<file path="src/rtl/hsp_pkg.sv">
package hsp_pkg;
    // Field position within a serial frame
    typedef enum logic [1:0] {
        PH_DIR  = 2'd0,
        PH_ADDR = 2'd1,
        PH_PAD  = 2'd2,
        PH_DATA = 2'd3
    } frame_phase_e;
endpackage

</file>
<file path="src/rtl/hsp_sync.sv">
module hsp_sync #(
    parameter int               W       = 1,
    parameter int               STAGES  = 2,
    parameter logic [W-1:0]     RST_VAL = '0
) (
    input  logic         clk,
    input  logic         rst_n,
    input  logic [W-1:0] din,
    output logic [W-1:0] dout
);
    logic [W-1:0] chain_q [STAGES];
    logic [W-1:0] chain_d [STAGES];

    always_comb begin
        chain_d[0] = din;
        for (int s = 1; s < STAGES; s++) chain_d[s] = chain_q[s-1];
    end

    always_ff @(posedge clk or negedge rst_n) begin
        if (!rst_n) begin
            for (int s = 0; s < STAGES; s++) chain_q[s] <= RST_VAL;
        end else begin
            for (int s = 0; s < STAGES; s++) chain_q[s] <= chain_d[s];
        end
    end

    assign dout = chain_q[STAGES-1];
endmodule

</file>
<file path="src/rtl/hsp_frame.sv">
module hsp_frame
    import hsp_pkg::*;
#(
    parameter int ADDR_W = 5,
    parameter int PAD_W  = 2,
    parameter int DATA_W = 8
) (
    input  logic              clk,
    input  logic              rst_n,
    input  logic              cs_n_s,
    input  logic              sclk_rise,
    input  logic              sclk_fall,
    input  logic              sdi_s,
    input  logic              clke,
    input  logic [DATA_W-1:0] rd_data,
    output logic [ADDR_W-1:0] addr,
    output logic              wr_en,
    output logic [DATA_W-1:0] wr_data,
    output logic              sdo,
    output logic              sdo_oe
);
    localparam int HDR_LEN   = 1 + ADDR_W + PAD_W;
    localparam int FRAME_LEN = HDR_LEN + DATA_W;
    localparam int CNT_W     = $clog2(FRAME_LEN + 1);
    localparam logic [CNT_W-1:0] C_ADDR_END = CNT_W'(ADDR_W);
    localparam logic [CNT_W-1:0] C_HDR      = CNT_W'(HDR_LEN);
    localparam logic [CNT_W-1:0] C_HDR_LAST = CNT_W'(HDR_LEN - 1);
    localparam logic [CNT_W-1:0] C_LEN      = CNT_W'(FRAME_LEN);
    localparam logic [CNT_W-1:0] C_LAST     = CNT_W'(FRAME_LEN - 1);

    typedef struct packed {
        logic [CNT_W-1:0]  cnt;
        logic              rd;
        logic [ADDR_W-1:0] addr;
        logic [DATA_W-1:0] data;
        logic [DATA_W-1:0] rsh;
        logic              sdo;
        logic              wr;
    } frame_t;

    frame_t       fr_d, fr_q;
    frame_phase_e phase;

    always_comb begin
        if (fr_q.cnt == '0)              phase = PH_DIR;
        else if (fr_q.cnt <= C_ADDR_END) phase = PH_ADDR;
        else if (fr_q.cnt < C_HDR)       phase = PH_PAD;
        else                             phase = PH_DATA;
    end

    always_comb begin
        fr_d    = fr_q;
        fr_d.wr = 1'b0;
        if (cs_n_s) begin
            fr_d.cnt = '0;
            fr_d.rd  = 1'b0;
            fr_d.sdo = 1'b0;
            fr_d.rsh = '0;
        end else if (sclk_rise && fr_q.cnt != C_LEN) begin
            fr_d.cnt = fr_q.cnt + 1'b1;
            case (phase)
                PH_DIR:  fr_d.rd   = sdi_s;
                PH_ADDR: fr_d.addr = {sdi_s, fr_q.addr[ADDR_W-1:1]};
                PH_DATA: fr_d.data = {sdi_s, fr_q.data[DATA_W-1:1]};
                default: ;
            endcase
            if (fr_q.cnt == C_LAST && !fr_q.rd) fr_d.wr = 1'b1;
            if (fr_q.rd && fr_q.cnt == C_HDR_LAST) begin
                if (clke) begin
                    fr_d.rsh = rd_data;
                end else begin
                    fr_d.sdo = rd_data[0];
                    fr_d.rsh = rd_data >> 1;
                end
            end else if (fr_q.rd && phase == PH_DATA && !clke) begin
                fr_d.sdo = fr_q.rsh[0];
                fr_d.rsh = fr_q.rsh >> 1;
            end
        end else if (sclk_fall && fr_q.rd && clke && fr_q.cnt >= C_HDR) begin
            fr_d.sdo = fr_q.rsh[0];
            fr_d.rsh = fr_q.rsh >> 1;
        end
    end

    always_ff @(posedge clk or negedge rst_n) begin
        if (!rst_n) fr_q <= '0;
        else        fr_q <= fr_d;
    end

    assign addr    = fr_q.addr;
    assign wr_en   = fr_q.wr;
    assign wr_data = fr_q.data;
    assign sdo     = fr_q.sdo;
    assign sdo_oe  = !cs_n_s && fr_q.rd;

    // a write strobe only ever follows a cycle with select low
    assert_wr_selected_R4: assert property (@(posedge clk) disable iff (!rst_n)
        wr_en |-> $past(!cs_n_s));

    // driven data moves only right after the chosen serial clock edge
    assert_sdo_edge_R2: assert property (@(posedge clk) disable iff (!rst_n)
        (sdo_oe && $past(sdo_oe) && !$stable(sdo) && $stable(clke))
            |-> $past(clke ? sclk_fall : sclk_rise));
endmodule

</file>
<file path="src/rtl/hsp_regs.sv">
module hsp_regs #(
    parameter int                ADDR_W    = 5,
    parameter int                DATA_W    = 8,
    parameter logic [ADDR_W-1:0] STAT_ADDR = 5'd0,
    parameter logic [ADDR_W-1:0] CTRL_ADDR = 5'd1
) (
    input  logic              clk,
    input  logic              rst_n,
    input  logic [ADDR_W-1:0] addr,
    input  logic              wr_en,
    input  logic [DATA_W-1:0] wr_data,
    input  logic              los_evt,
    input  logic              dpm_evt,
    output logic [DATA_W-1:0] rd_data,
    output logic              irq
);
    typedef struct packed {
        logic [DATA_W-1:0] ctrl;
        logic              los;
        logic              dpm;
        logic              los_prev;
        logic              dpm_prev;
    } regs_t;

    regs_t rg_d, rg_q;
    logic  stat_wr, los_rise, dpm_rise;

    assign stat_wr  = wr_en && addr == STAT_ADDR;
    assign los_rise = los_evt && !rg_q.los_prev;
    assign dpm_rise = dpm_evt && !rg_q.dpm_prev;

    always_comb begin
        rg_d          = rg_q;
        rg_d.los_prev = los_evt;
        rg_d.dpm_prev = dpm_evt;
        if (stat_wr && wr_data[0]) rg_d.los = 1'b0;
        if (stat_wr && wr_data[1]) rg_d.dpm = 1'b0;
        if (los_rise) rg_d.los = 1'b1;
        if (dpm_rise) rg_d.dpm = 1'b1;
        if (wr_en && addr == CTRL_ADDR) rg_d.ctrl = wr_data;
    end

    always_ff @(posedge clk or negedge rst_n) begin
        if (!rst_n) rg_q <= '0;
        else        rg_q <= rg_d;
    end

    always_comb begin
        rd_data = '0;
        if (addr == STAT_ADDR)      rd_data[1:0] = {rg_q.dpm, rg_q.los};
        else if (addr == CTRL_ADDR) rd_data      = rg_q.ctrl;
    end

    assign irq = rg_q.los | rg_q.dpm;

    // an event edge always leaves its flag set, clear or not
    assert_evt_latch_R6: assert property (@(posedge clk) disable iff (!rst_n)
        $rose(los_evt) |=> rg_q.los);

    // a one written to the flag clears it when no edge competes
    assert_w1c_R7: assert property (@(posedge clk) disable iff (!rst_n)
        (stat_wr && wr_data[0] && !los_rise) |=> !rg_q.los);

    // without a clearing write the flag keeps its value
    assert_hold_R7: assert property (@(posedge clk) disable iff (!rst_n)
        (rg_q.dpm && !(stat_wr && wr_data[1])) |=> rg_q.dpm);
endmodule

</file>
<file path="src/rtl/host_serial_port.sv">
module host_serial_port #(
    parameter int ADDR_W      = 5,
    parameter int PAD_W       = 2,
    parameter int DATA_W      = 8,
    parameter int SYNC_STAGES = 2
) (
    input  logic clk,
    input  logic rst_n,
    input  logic cs_n,
    input  logic sclk,
    input  logic sdi,
    input  logic clke,
    input  logic los_evt,
    input  logic dpm_evt,
    output logic sdo,
    output logic sdo_oe,
    output logic int_oe,
    output logic int_o
);
    localparam int SYN_W = 4;

    typedef struct packed {
        logic sclk_prev;
    } edge_t;

    edge_t             eg_d, eg_q;
    logic [SYN_W-1:0]  syn_out;
    logic              cs_n_s, sclk_s, sdi_s, clke_s;
    logic              sclk_rise, sclk_fall;
    logic [ADDR_W-1:0] addr;
    logic              wr_en;
    logic [DATA_W-1:0] wr_data, rd_data;

    hsp_sync #(.W(SYN_W), .STAGES(SYNC_STAGES), .RST_VAL(4'b0001)) u_sync (
        .clk  (clk),
        .rst_n(rst_n),
        .din  ({clke, sdi, sclk, cs_n}),
        .dout (syn_out)
    );
    assign {clke_s, sdi_s, sclk_s, cs_n_s} = syn_out;

    always_comb begin
        eg_d.sclk_prev = sclk_s;
    end

    always_ff @(posedge clk or negedge rst_n) begin
        if (!rst_n) eg_q <= '0;
        else        eg_q <= eg_d;
    end

    assign sclk_rise = sclk_s && !eg_q.sclk_prev;
    assign sclk_fall = !sclk_s && eg_q.sclk_prev;

    hsp_frame #(.ADDR_W(ADDR_W), .PAD_W(PAD_W), .DATA_W(DATA_W)) u_frame (
        .clk      (clk),
        .rst_n    (rst_n),
        .cs_n_s   (cs_n_s),
        .sclk_rise(sclk_rise),
        .sclk_fall(sclk_fall),
        .sdi_s    (sdi_s),
        .clke     (clke_s),
        .rd_data  (rd_data),
        .addr     (addr),
        .wr_en    (wr_en),
        .wr_data  (wr_data),
        .sdo      (sdo),
        .sdo_oe   (sdo_oe)
    );

    hsp_regs #(.ADDR_W(ADDR_W), .DATA_W(DATA_W),
               .STAT_ADDR(ADDR_W'(0)), .CTRL_ADDR(ADDR_W'(1))) u_regs (
        .clk    (clk),
        .rst_n  (rst_n),
        .addr   (addr),
        .wr_en  (wr_en),
        .wr_data(wr_data),
        .los_evt(los_evt),
        .dpm_evt(dpm_evt),
        .rd_data(rd_data),
        .irq    (int_oe)
    );

    assign int_o = 1'b0;

    // no write strobe while the output is being driven
    assert_float_write_R3: assert property (@(posedge clk) disable iff (!rst_n)
        sdo_oe |-> !wr_en);

    // the interrupt is released only right after a register write
    assert_int_release_R9: assert property (@(posedge clk) disable iff (!rst_n)
        $fell(int_oe) |-> $past(wr_en));

    // a monitor event edge pulls the interrupt one cycle later
    assert_int_set_R9: assert property (@(posedge clk) disable iff (!rst_n)
        $rose(dpm_evt) |=> int_oe);
endmodule

</file>
<file path="config.mk">
export PLATFORM = sky130hd
export DESIGN_NAME = host_serial_port
export DESIGN_NICKNAME = d
export VERILOG_FILES = /design/src/rtl/hsp_pkg.sv /design/src/rtl/hsp_sync.sv /design/src/rtl/hsp_frame.sv /design/src/rtl/hsp_regs.sv /design/src/rtl/host_serial_port.sv
export SDC_FILE = /design/constraint.sdc
export NUM_CORES = 1
export LEC_CHECK = 0
export ABC_AREA = 1
export BUFFER_PORTS_ARGS = -buffer_cell sky130_fd_sc_hd__buf_2
export CORE_AREA = 2 2 72 74
export DETAILED_ROUTE_END_ITERATION = 8
export DIE_AREA = 0 0 74 76
export GPL_TIMING_DRIVEN = 1
export MAX_ROUTING_LAYER = met4
export PLACE_DENSITY = 0.64
export SYNTH_ARGS = -nofsm -noshare
export SYNTH_HDL_FRONTEND = slang
export SYNTH_SLANG_ARGS = --single-unit
</file>
<file path="constraint.sdc">
create_clock -name clk -period 3.46 [get_ports clk]
set_input_delay 0.346 -clock clk [delete_from_list [all_inputs] [get_ports clk]]
set_output_delay 0.346 -clock clk [all_outputs]
set_load 0.02 [all_outputs]
</file>
==> flow_metrics.tcl, run 1 <==
set metrics [dict create \
    worstPathArrival_ns 1.91 \
    postCtsSetupBuffers 0 \
    routedWlPerCell_microns 11.40 \
    syn-mean-instance-area_sq_um 8.615 \
    syn-num-nets 292 \
    io_pins 12 \
    drt-total-wl_mm 4.137 \
    grt_pass1_wl_mm 7.272 \
    grt_pass1_vias 1599 \
    r2r_slack_ns 1.74 \
    pwr_density_cell_nw_per_um2 415.4 \
    yosysWarnings 0 \
    utilization_pct 52.47 \
    die_w_microns 74 \
    via_per_inst 4.625 \
    setup_slack_ns 1.739 \
    cts.reportedPaths.clkPinSlew_ns 0.09 \
    cts_buffer_depth 2 \
    hp-class "primary input to async pin" \
    fin_cells 363 \
    tightestPinTransition_ns 0.7527 \
    async_flop_share_pct 100.0 \
    r2r_start "u_frame.fr_q[25]" \
    insertedDiodeCount 0 \
    drc_errors 0 \
    ant_nets 0 \
    place_ws_ns 1.760 \
    dieArea_sq_um 5624 \
    ys_top_cells_by_count "83 x nand2_1, 48 x dfrtp_1, 29 x inv_1" \
    cts_root_buffer "clkbuf_8" \
    synth-main-ff-cell "dfrtp_1" \
    crit_path_start "u_frame.fr_q[25]" \
    coreArea_sq_um 4912 \
    drt_iter0_drc 88 \
    cts_num_sinks 50 \
    post-synth-top-area-cell "dfrtp_1" \
    worstSetupStartpointType "flip-flop" \
    hold_viol 0 \
    skew_ns 0.01102 \
    worst_setup_path_end_kind "flip-flop" \
    antenna_found_initial 0 \
    synth_top_cell_area_share_pct 49.79 \
    power_mw 1.071 \
    cp_max_fo 11 \
    post-route-period-util_pct 49.74 \
    place_area_sq_um 2497 \
    cts_resized 0 \
    h-tree-depth 2 \
    fin_hold_ws_ns 0.1111 \
    syn_area_sq_um 2412 \
    yosys.cell_types.count 30 \
    vias 1679 \
    cts_hold_buf 0 \
    p_leak_nw 1.214 \
    io_buffers 10 \
    yosysMostFrequentCell "nand2_1" \
    yosysSeqAreaShare_pct 51.97 \
    reg2regPathDepth 11 \
    tns_ns 0 \
    grt_max_degree 36 \
    period_needed_ns 1.721 \
    finalInstanceArea_sq_um 2577 \
    globalplace.congestion 0.8949 \
    cp.required_ns 3.65 \
    track_usage_pct 17.23 \
    clock.fmax_mhz 581.1 \
    synth_edf_count 0 \
    numCtsBuffers 5 \
    crit_path_end "u_frame.fr_q[3]" \
    maxCapViolCount 0 \
    fin_nets 304 \
    setup_viol 0 \
    status "finished clean" \
    drv_slew 0 \
    vdd_ir_drop_max_uv 353.6 \
    core.rowCount 26 \
    r2r_end "u_frame.fr_q[3]" \
    ys_ff_latch 50 \
    path_class "flip-flop to flip-flop" \
    die_height_microns 76 \
    rsz0062_at_grt "no" \
    slew-limit-headroom_pct 49.82 \
    synthCells 280 \
    grt_remaining_overflow 0 \
    hpwl_mm 3.058 \
    synth.top_cells.by_area "dfrtp_1 50%, nand2_1 13%, inv_1 4.5%" \
    insertion_delay_ns 0.29 \
    initial_core_util_pct 49.11 \
    drive_gt1_share_pct 17.41 \
    drt_pass1_iterations 4 \
    syn_to_final_growth_pct 6.846 \
    cts_tree "built" \
    dp_cells 355 \
]
-- layout by cell type (no fill, tap or decap), types with 5 or more instances in the layout --
master | netlist | routed
nor2_2 | 7 | 7
dfrtp_1 | 48 | 48
inv_1 | 29 | 29
nand2_1 | 83 | 83
o21ai_2 | 7 | 7
clkbuf_8 | 0 | 5
o21ai_1 | 12 | 12
buf_2 | 0 | 10
nand3_1 | 14 | 14
nor2_1 | 18 | 18
o21ai_0 | 14 | 14
nand2_2 | 5 | 5
-- report_power, final --
group	total [mW]	internal (mW)	leakage (nW)	switching, mW
sequential	0.628	0.608	0.655	0.0196
combinational	0.126	0.0375	0.519	0.0883
clock	0.317	0.144	0.0395	0.173
-- logic make-up after synthesis --
| logic type | share of synthesized area [%] |
|---|---|
| fa+ha+maj | 2.075 |
| compound gates | 9.492 |
| simple gates | 28.42 |
| flops | 51.97 |
| other cells | 0.1555 |
| buf+inv | 7.883 |
-- layer usage --
layer / part of all wire, % / global-route usage (%) / vias up / wire length, microns
met2: 45 / 23.66 / 25 / 1847
met4: 0.65 / 6.000 / 0 / 27
li1: - / - / 903 / -
met5: 0 / - / - / 0
met1: 52 / 25.11 / 749 / 2140
met3: 2.9 / 3.968 / 2 / 121
-- worst max-delay path: stages, from the launching register on --
cell and delay, ns:
dfrtp_1 0.41, inv_1 0.13, ha_1 0.18, inv_1 0.04, nor2_1 0.15, nand2_2 0.10
nand2_4 0.10, nand3_2 0.09, nand2_2 0.20, nor2_2 0.09, nand3_1 0.08, nand2_1 0.05
-- sequential cells by signal (all words and copies together), names as in the netlist --
signal           cells
eg_q                 1
u_frame.addr         5
u_frame.fr_q        14
u_frame.sdo          1
u_frame.wr_data      8
u_frame.wr_en        1
u_regs.rg_q         12
u_sync.chain_d       4
u_sync.dout          4
-- final cells by class --
cell class              count  area [sq um]
clock buffers               8         80.08
fillers                   454          2335
inverters                  34         130.1
multi-input cells         190         968.4
flip-flops and latches     50          1254
well taps                  70         87.58
repair buffers             11         57.56
-- worst min-delay path by stage --
stage	end	slack, ns	cells past startpoint
global placement	u_sync.dout[3]	0.33	0
finish	u_frame.fr_q[25]	0.11	1
CTS	u_sync.chain_d[0]	0.13	1
detailed placement	u_sync.dout[1]	0.33	0
global route	u_sync.chain_d[0]	0.12	1
floorplan	eg_q	0.05	0
Note: power is estimated with default switching activity, not from simulation.
==> run 2, diff against run 1 <==
- PLACE_DENSITY: 0.64 -> 0.67
- clock period: 3.46 -> 1.47 ns (I/O delays scaled with it)
==> flow_metrics.tcl, run 2 (synthesized netlist as in run 1, its figures left out) <==
set metrics [dict create \
    status "finished, violations left" \
    violations "negative setup slack" \
    drt-total-wl_mm 5.263 \
    skew_ns 0.009016 \
    setup_slack_ns -0.07175 \
    drt_pass1_iterations 4 \
    cp_max_fo 5 \
    drive_gt1_share_pct 37.54 \
    cp_cell_sequence "inv_2 > ha_4 > inv_2 > nor2_4 > nand2_2 > nand2_4 > buf_6 > nor2_4 > nand3_1 > nand2_1 > o21ai_1" \
    cts.reportedPaths.clkPinSlew_ns 0.09 \
    post-route-period-util_pct 104.9 \
    hpwl_mm 3.264 \
    drt_iter0_drc 148 \
    p_leak_nw 1.480 \
    place_area_sq_um 2718 \
    largest_reg_flops 14 \
    cp_slowest_stage_delay_ns 0.41 \
    insertion_delay_ns 0.30 \
    grt_pass1_wl_mm 8.666 \
    io_buffers 10 \
    multiInputGateArea_sq_um 1236 \
    finalInstanceArea_sq_um 3228 \
    ant_nets 0 \
    layout_common_cells "68 x nand2_1, 48 x dfrtp_1, 26 x buf_4" \
    crit_family "simple AND/OR/NAND/NOR gates" \
    vias 1993 \
    cts_root_buffer "clkbuf_8" \
    dieArea_sq_um 5624 \
    mostFrequentLayoutCell "nand2_1" \
    worstSetupStartpointType "flip-flop" \
    path_class "flip-flop to flip-flop" \
    period_needed_ns 1.542 \
    hold_viol 0 \
    power_mw 2.943 \
    core.rowCount 26 \
    cts_tree "built" \
    insertedDiodeCount 0 \
    largest-register "u_frame.fr_q" \
    h-tree-depth 2 \
    worst_setup_path_end_kind "flip-flop" \
    fin_cells 403 \
    grt_pass1_vias 1896 \
    cts_buffer_depth 2 \
    rsz0062_at_grt "yes" \
    die_height_microns 76 \
    syn_to_final_growth_pct 33.82 \
    seq_area_sq_um 1254 \
    grt_max_degree 36 \
    antenna_found_initial 0 \
    routedWlPerCell_microns 13.06 \
    die_w_microns 74 \
    worstPathArrival_ns 1.74 \
    track_usage_pct 20.36 \
    cp_num_buf_inv 3 \
    maxCapViolCount 0 \
    drc_errors 0 \
    cp.required_ns 1.67 \
    coreArea_sq_um 4912 \
    dp_cells 379 \
    fillerInstances 386 \
    critPathSlowestCell "dfrtp_1" \
    fin_nets 345 \
    globalplace.congestion 0.8381 \
    initial_core_util_pct 49.11 \
    via_per_inst 4.945 \
    hp-class "primary input to async pin" \
    drv_slew 0 \
    setup_viol 24 \
    pwr_density_cell_nw_per_um2 911.6 \
    vdd_ir_drop_max_uv 691.6 \
    clock.fmax_mhz 648.6 \
    io_pins 12 \
    numCtsBuffers 5 \
    cts_num_sinks 50 \
    grt_remaining_overflow 0 \
]
==> run 2: cell count changes in the layout (fill, tap and decap cells not counted), sizes merged <==
cell / delta
bufinv: +1
nand2: +1
nor2: +2
clkbuf: -2
buf: +31
dlygate4sd3: +7
==> run 2: final cells by class <==
type	count	share of cell area (%)
Sequential cell	50	38.84
Timing Repair Buffer	49	12.40
Clock inverter	1	0.9302
Inverter	34	4.264
Clock buffer	6	2.558
Multi-Input combinational cell	193	38.29
Tap cell	70	2.713
==> run 2: per-layer routing <==
metal  GRT usage [%]  up-vias  share of wire (%)
li1                -      990                  -
met1           27.97      952                 46
met2           30.63       41                 49
met3           3.704       10                3.4
met5               -        -                  0
met4           6.545        0                1.8
==> run 2: what timing repair did <==
action,4_1_cts,5_1_grt
buffers inserted,5,3
pin swaps,10,10
cloned,2,1
endpoints found under the setup margin,24,37
gates resized for setup,31,39
hold buffers,7,0
hold endpoints to repair,19,0
==> run 2: stage by stage <==
step           utilization (%)  setup TNS, ns  worst slack, ns  hold WS [ns]
6_report                 65.72        -0.9970         -0.07175        0.3185
3_3_place_gp             55.32        -0.9840         -0.08874       0.08499
5_1_grt                  65.72         -4.034          -0.2009        0.3205
3_5_place_dp             55.32         -1.681          -0.1342       0.08780
4_1_cts                  62.02        -0.4933         -0.04505        0.3018
2_1_floorplan                -       -0.05165         -0.02773       -0.1486
==> run 2: worst paths after layout <==
check / start / to / slack (ns) / cells after the start
min: rst_n / u_frame.addr[4] / 0.32 / 2
min reg2reg: u_sync.chain_d[1] / u_sync.dout[1] / 0.36 / 0
min in group clk: u_sync.chain_d[1] / u_sync.dout[1] / 0.36 / 0
max reg2reg: u_frame.fr_q[24] / u_frame.fr_q[7] / -0.07 / 11
max in group asynchronous: rst_n / u_frame.wr_data[2] / 0.64 / 3
max: u_frame.fr_q[24] / u_frame.fr_q[7] / -0.07 / 11
==> run 2: power breakdown <==
group | total [mW] | switching [mW] | internal (mW)
Sequential | 1.48 | 0.0464 | 1.43
Combinational | 0.476 | 0.274 | 0.203
Clock | 0.988 | 0.443 | 0.545
Total | 2.94 | 0.763 | 2.18
==> run 3, diff against run 2 <==
- PLACE_DENSITY: 0.67 -> 0.64
- REMOVE_ABC_BUFFERS: unset -> 1
- SLEW_MARGIN: unset -> 20
- clock period: 1.47 -> 1.9 ns (I/O delays scaled with it)
==> flow_metrics.tcl, run 3 (synthesized netlist as in run 1, its figures left out) <==
set metrics [dict create \
    status "finished clean" \
    rsz0062_at_grt "no" \
    cts_num_sinks 50 \
    cts_tree "built" \
    layout_common_cells "83 x nand2_1, 48 x dfrtp_1, 29 x inv_1" \
    grt_pass1_vias 1678 \
    p_int_mw 1.452 \
    fin_nets 313 \
    numCtsBuffers 5 \
    drv_slew 0 \
    io_buffers 10 \
    vdd_ir_drop_max_uv 487.4 \
    track_usage_pct 17.88 \
    globalplace.congestion 0.8652 \
    io_pins 12 \
    busiest_layer "met2" \
    place_ws_ns 0.2107 \
    reg2regPathDepth 11 \
    h-tree-depth 2 \
    die_height_microns 76 \
    drc_errors 0 \
    syn_to_final_growth_pct 11.36 \
    period_needed_ns 1.663 \
    post-route-period-util_pct 87.50 \
    hp-class "flip-flop to flip-flop" \
    fillerInstances 477 \
    worstPathArrival_ns 1.87 \
    dieArea_sq_um 5624 \
    p_leak_nw 1.264 \
    via_per_inst 4.755 \
    grtUsageMet1_pct 24.15 \
    postCtsSetupBuffers 0 \
    setup_viol 0 \
    cp.required_ns 2.10 \
    insertion_delay_ns 0.30 \
    setup_slack_ns 0.2374 \
    grt_remaining_overflow 0 \
    utilization_pct 54.69 \
    hpwl_mm 3.161 \
    grt_use_met2_pct 26.16 \
    tns_ns 0 \
    drive_gt1_share_pct 18.21 \
    p_sw_share_pct 27.18 \
    ant_nets 0 \
    skew_ns 0.008031 \
    cts_buffer_depth 2 \
    grt_pass1_wl_mm 7.548 \
    vias 1769 \
    use_met3_pct 3.571 \
    routedWlPerCell_microns 11.54 \
    hold_viol 0 \
    pwr_density_cell_nw_per_um2 742.2 \
    cts.reportedPaths.clkPinSlew_ns 0.09 \
    initial_core_util_pct 49.11 \
    largest-register "u_frame.fr_q" \
    worstSetupStartpointType "flip-flop" \
    cp_max_fo 11 \
    clock.fmax_mhz 601.5 \
    cts_root_buffer "clkbuf_8" \
    path_class "flip-flop to flip-flop" \
    mostFrequentLayoutCell "nand2_1" \
    worst_setup_path_end_kind "flip-flop" \
    coreArea_sq_um 4912 \
    min_path_cells 0 \
    drt-total-wl_mm 4.292 \
    power_mw 1.994 \
    p_switching_uw 541.9 \
    largest_reg_flops 14 \
    grt_max_degree 32 \
    drt_iter0_drc 116 \
    die_w_microns 74 \
    pwr-share-clk_pct 30.3 \
    pwr-share-comb_pct 12.5 \
    antenna_found_initial 0 \
    core.rowCount 26 \
    seqPwrFrac_pct 57.3 \
    maxCapViolCount 0 \
    insertedDiodeCount 0 \
    drt_pass1_iterations 6 \
]
-- run 3: changes by cell type in the layout (fill, tap and decap cells not counted), sizes merged --
| cell | before | now |
|---|---|---|
| nand2 | 91 | 90 |
| nor2 | 31 | 29 |
| buf | 42 | 13 |
| bufinv | 1 | 0 |
| clkinv | 0 | 2 |
-- run 3: worst paths after layout --
check / startpoint / end / slack (ns)
worst max register to register: u_frame.fr_q[25] / u_frame.fr_q[3] / 0.24
min in group asynchronous: rst_n / u_frame.fr_q[3] / 0.37
worst min-delay path: u_sync.chain_d[0] / u_sync.dout[0] / 0.36
worst min register to register: u_sync.chain_d[0] / u_sync.dout[0] / 0.36
max in group asynchronous: rst_n / u_frame.fr_q[23] / 1.02
worst max-delay path: u_frame.fr_q[25] / u_frame.fr_q[3] / 0.24
-- run 3: power by group through the flow --
| stage | sequential [mW] | clock [mW] | combinational (mW) |
|---|---|---|---|
| 2_1_floorplan | 1.16 | 0 | 0.160 |
| 4_1_cts | 1.14 | 0.631 | 0.251 |
| 6_report | 1.14 | 0.603 | 0.248 |
| 3_5_place_dp | 1.16 | 0 | 0.239 |
| 5_1_grt | 1.15 | 0.685 | 0.282 |
| 3_3_place_gp | 1.16 | 0 | 0.236 |
-- run 3: metal layers --
metal | wire length, microns | up-vias | share of wire, %
met5 | 0 | - | 0
met4 | 80 | 0 | 1.9
met3 | 166 | 7 | 3.9
met2 | 1945 | 32 | 45
met1 | 2100 | 817 | 49
li1 | - | 913 | -
-- run 3: worst max-delay path, stage by stage (launching register included) --
cell and delay [ns]:
dfrtp_1 0.40, inv_1 0.13, ha_1 0.18, inv_1 0.04
nor2_1 0.15, nand2_2 0.09, nand2_4 0.10, nand3_2 0.12
nand2_4 0.16, nor2_2 0.07, nand3_1 0.07, nand2_1 0.05
-- run 3: timing repair --
| item | 4_1_cts | 5_1_grt |
|---|---|---|
| hold buffers | 7 | 0 |
| hold endpoints to repair | 23 | 0 |
| resized for setup | 0 | 1 |
| endpoints found under the setup margin | 0 | 1 |
-- run 3: layout make-up --
cell class	count	area [sq um]	area share (%)
Multi-Input combinational cell	190	973.4	36.24
Clock buffer	6	72.57	2.701
Inverter	34	130.1	4.844
Tap cell	70	87.58	3.260
Sequential cell	50	1254	46.67
Timing Repair Buffer	20	155.1	5.776
Clock inverter	2	13.76	0.5123
-- run 3: through the flow --
| step | hold WS, ns | instance area (sq um) | cells |
|---|---|---|---|
| detailed placement | 0.1722 | 2525 | 357 |
| global placement | 0.1668 | 2525 | 357 |
| floorplan | -0.1056 | 2352 | 274 |
| CTS | 0.3597 | 2681 | 372 |
| finish | 0.3595 | 2686 | 372 |
| global route | 0.3625 | 2686 | 372 |
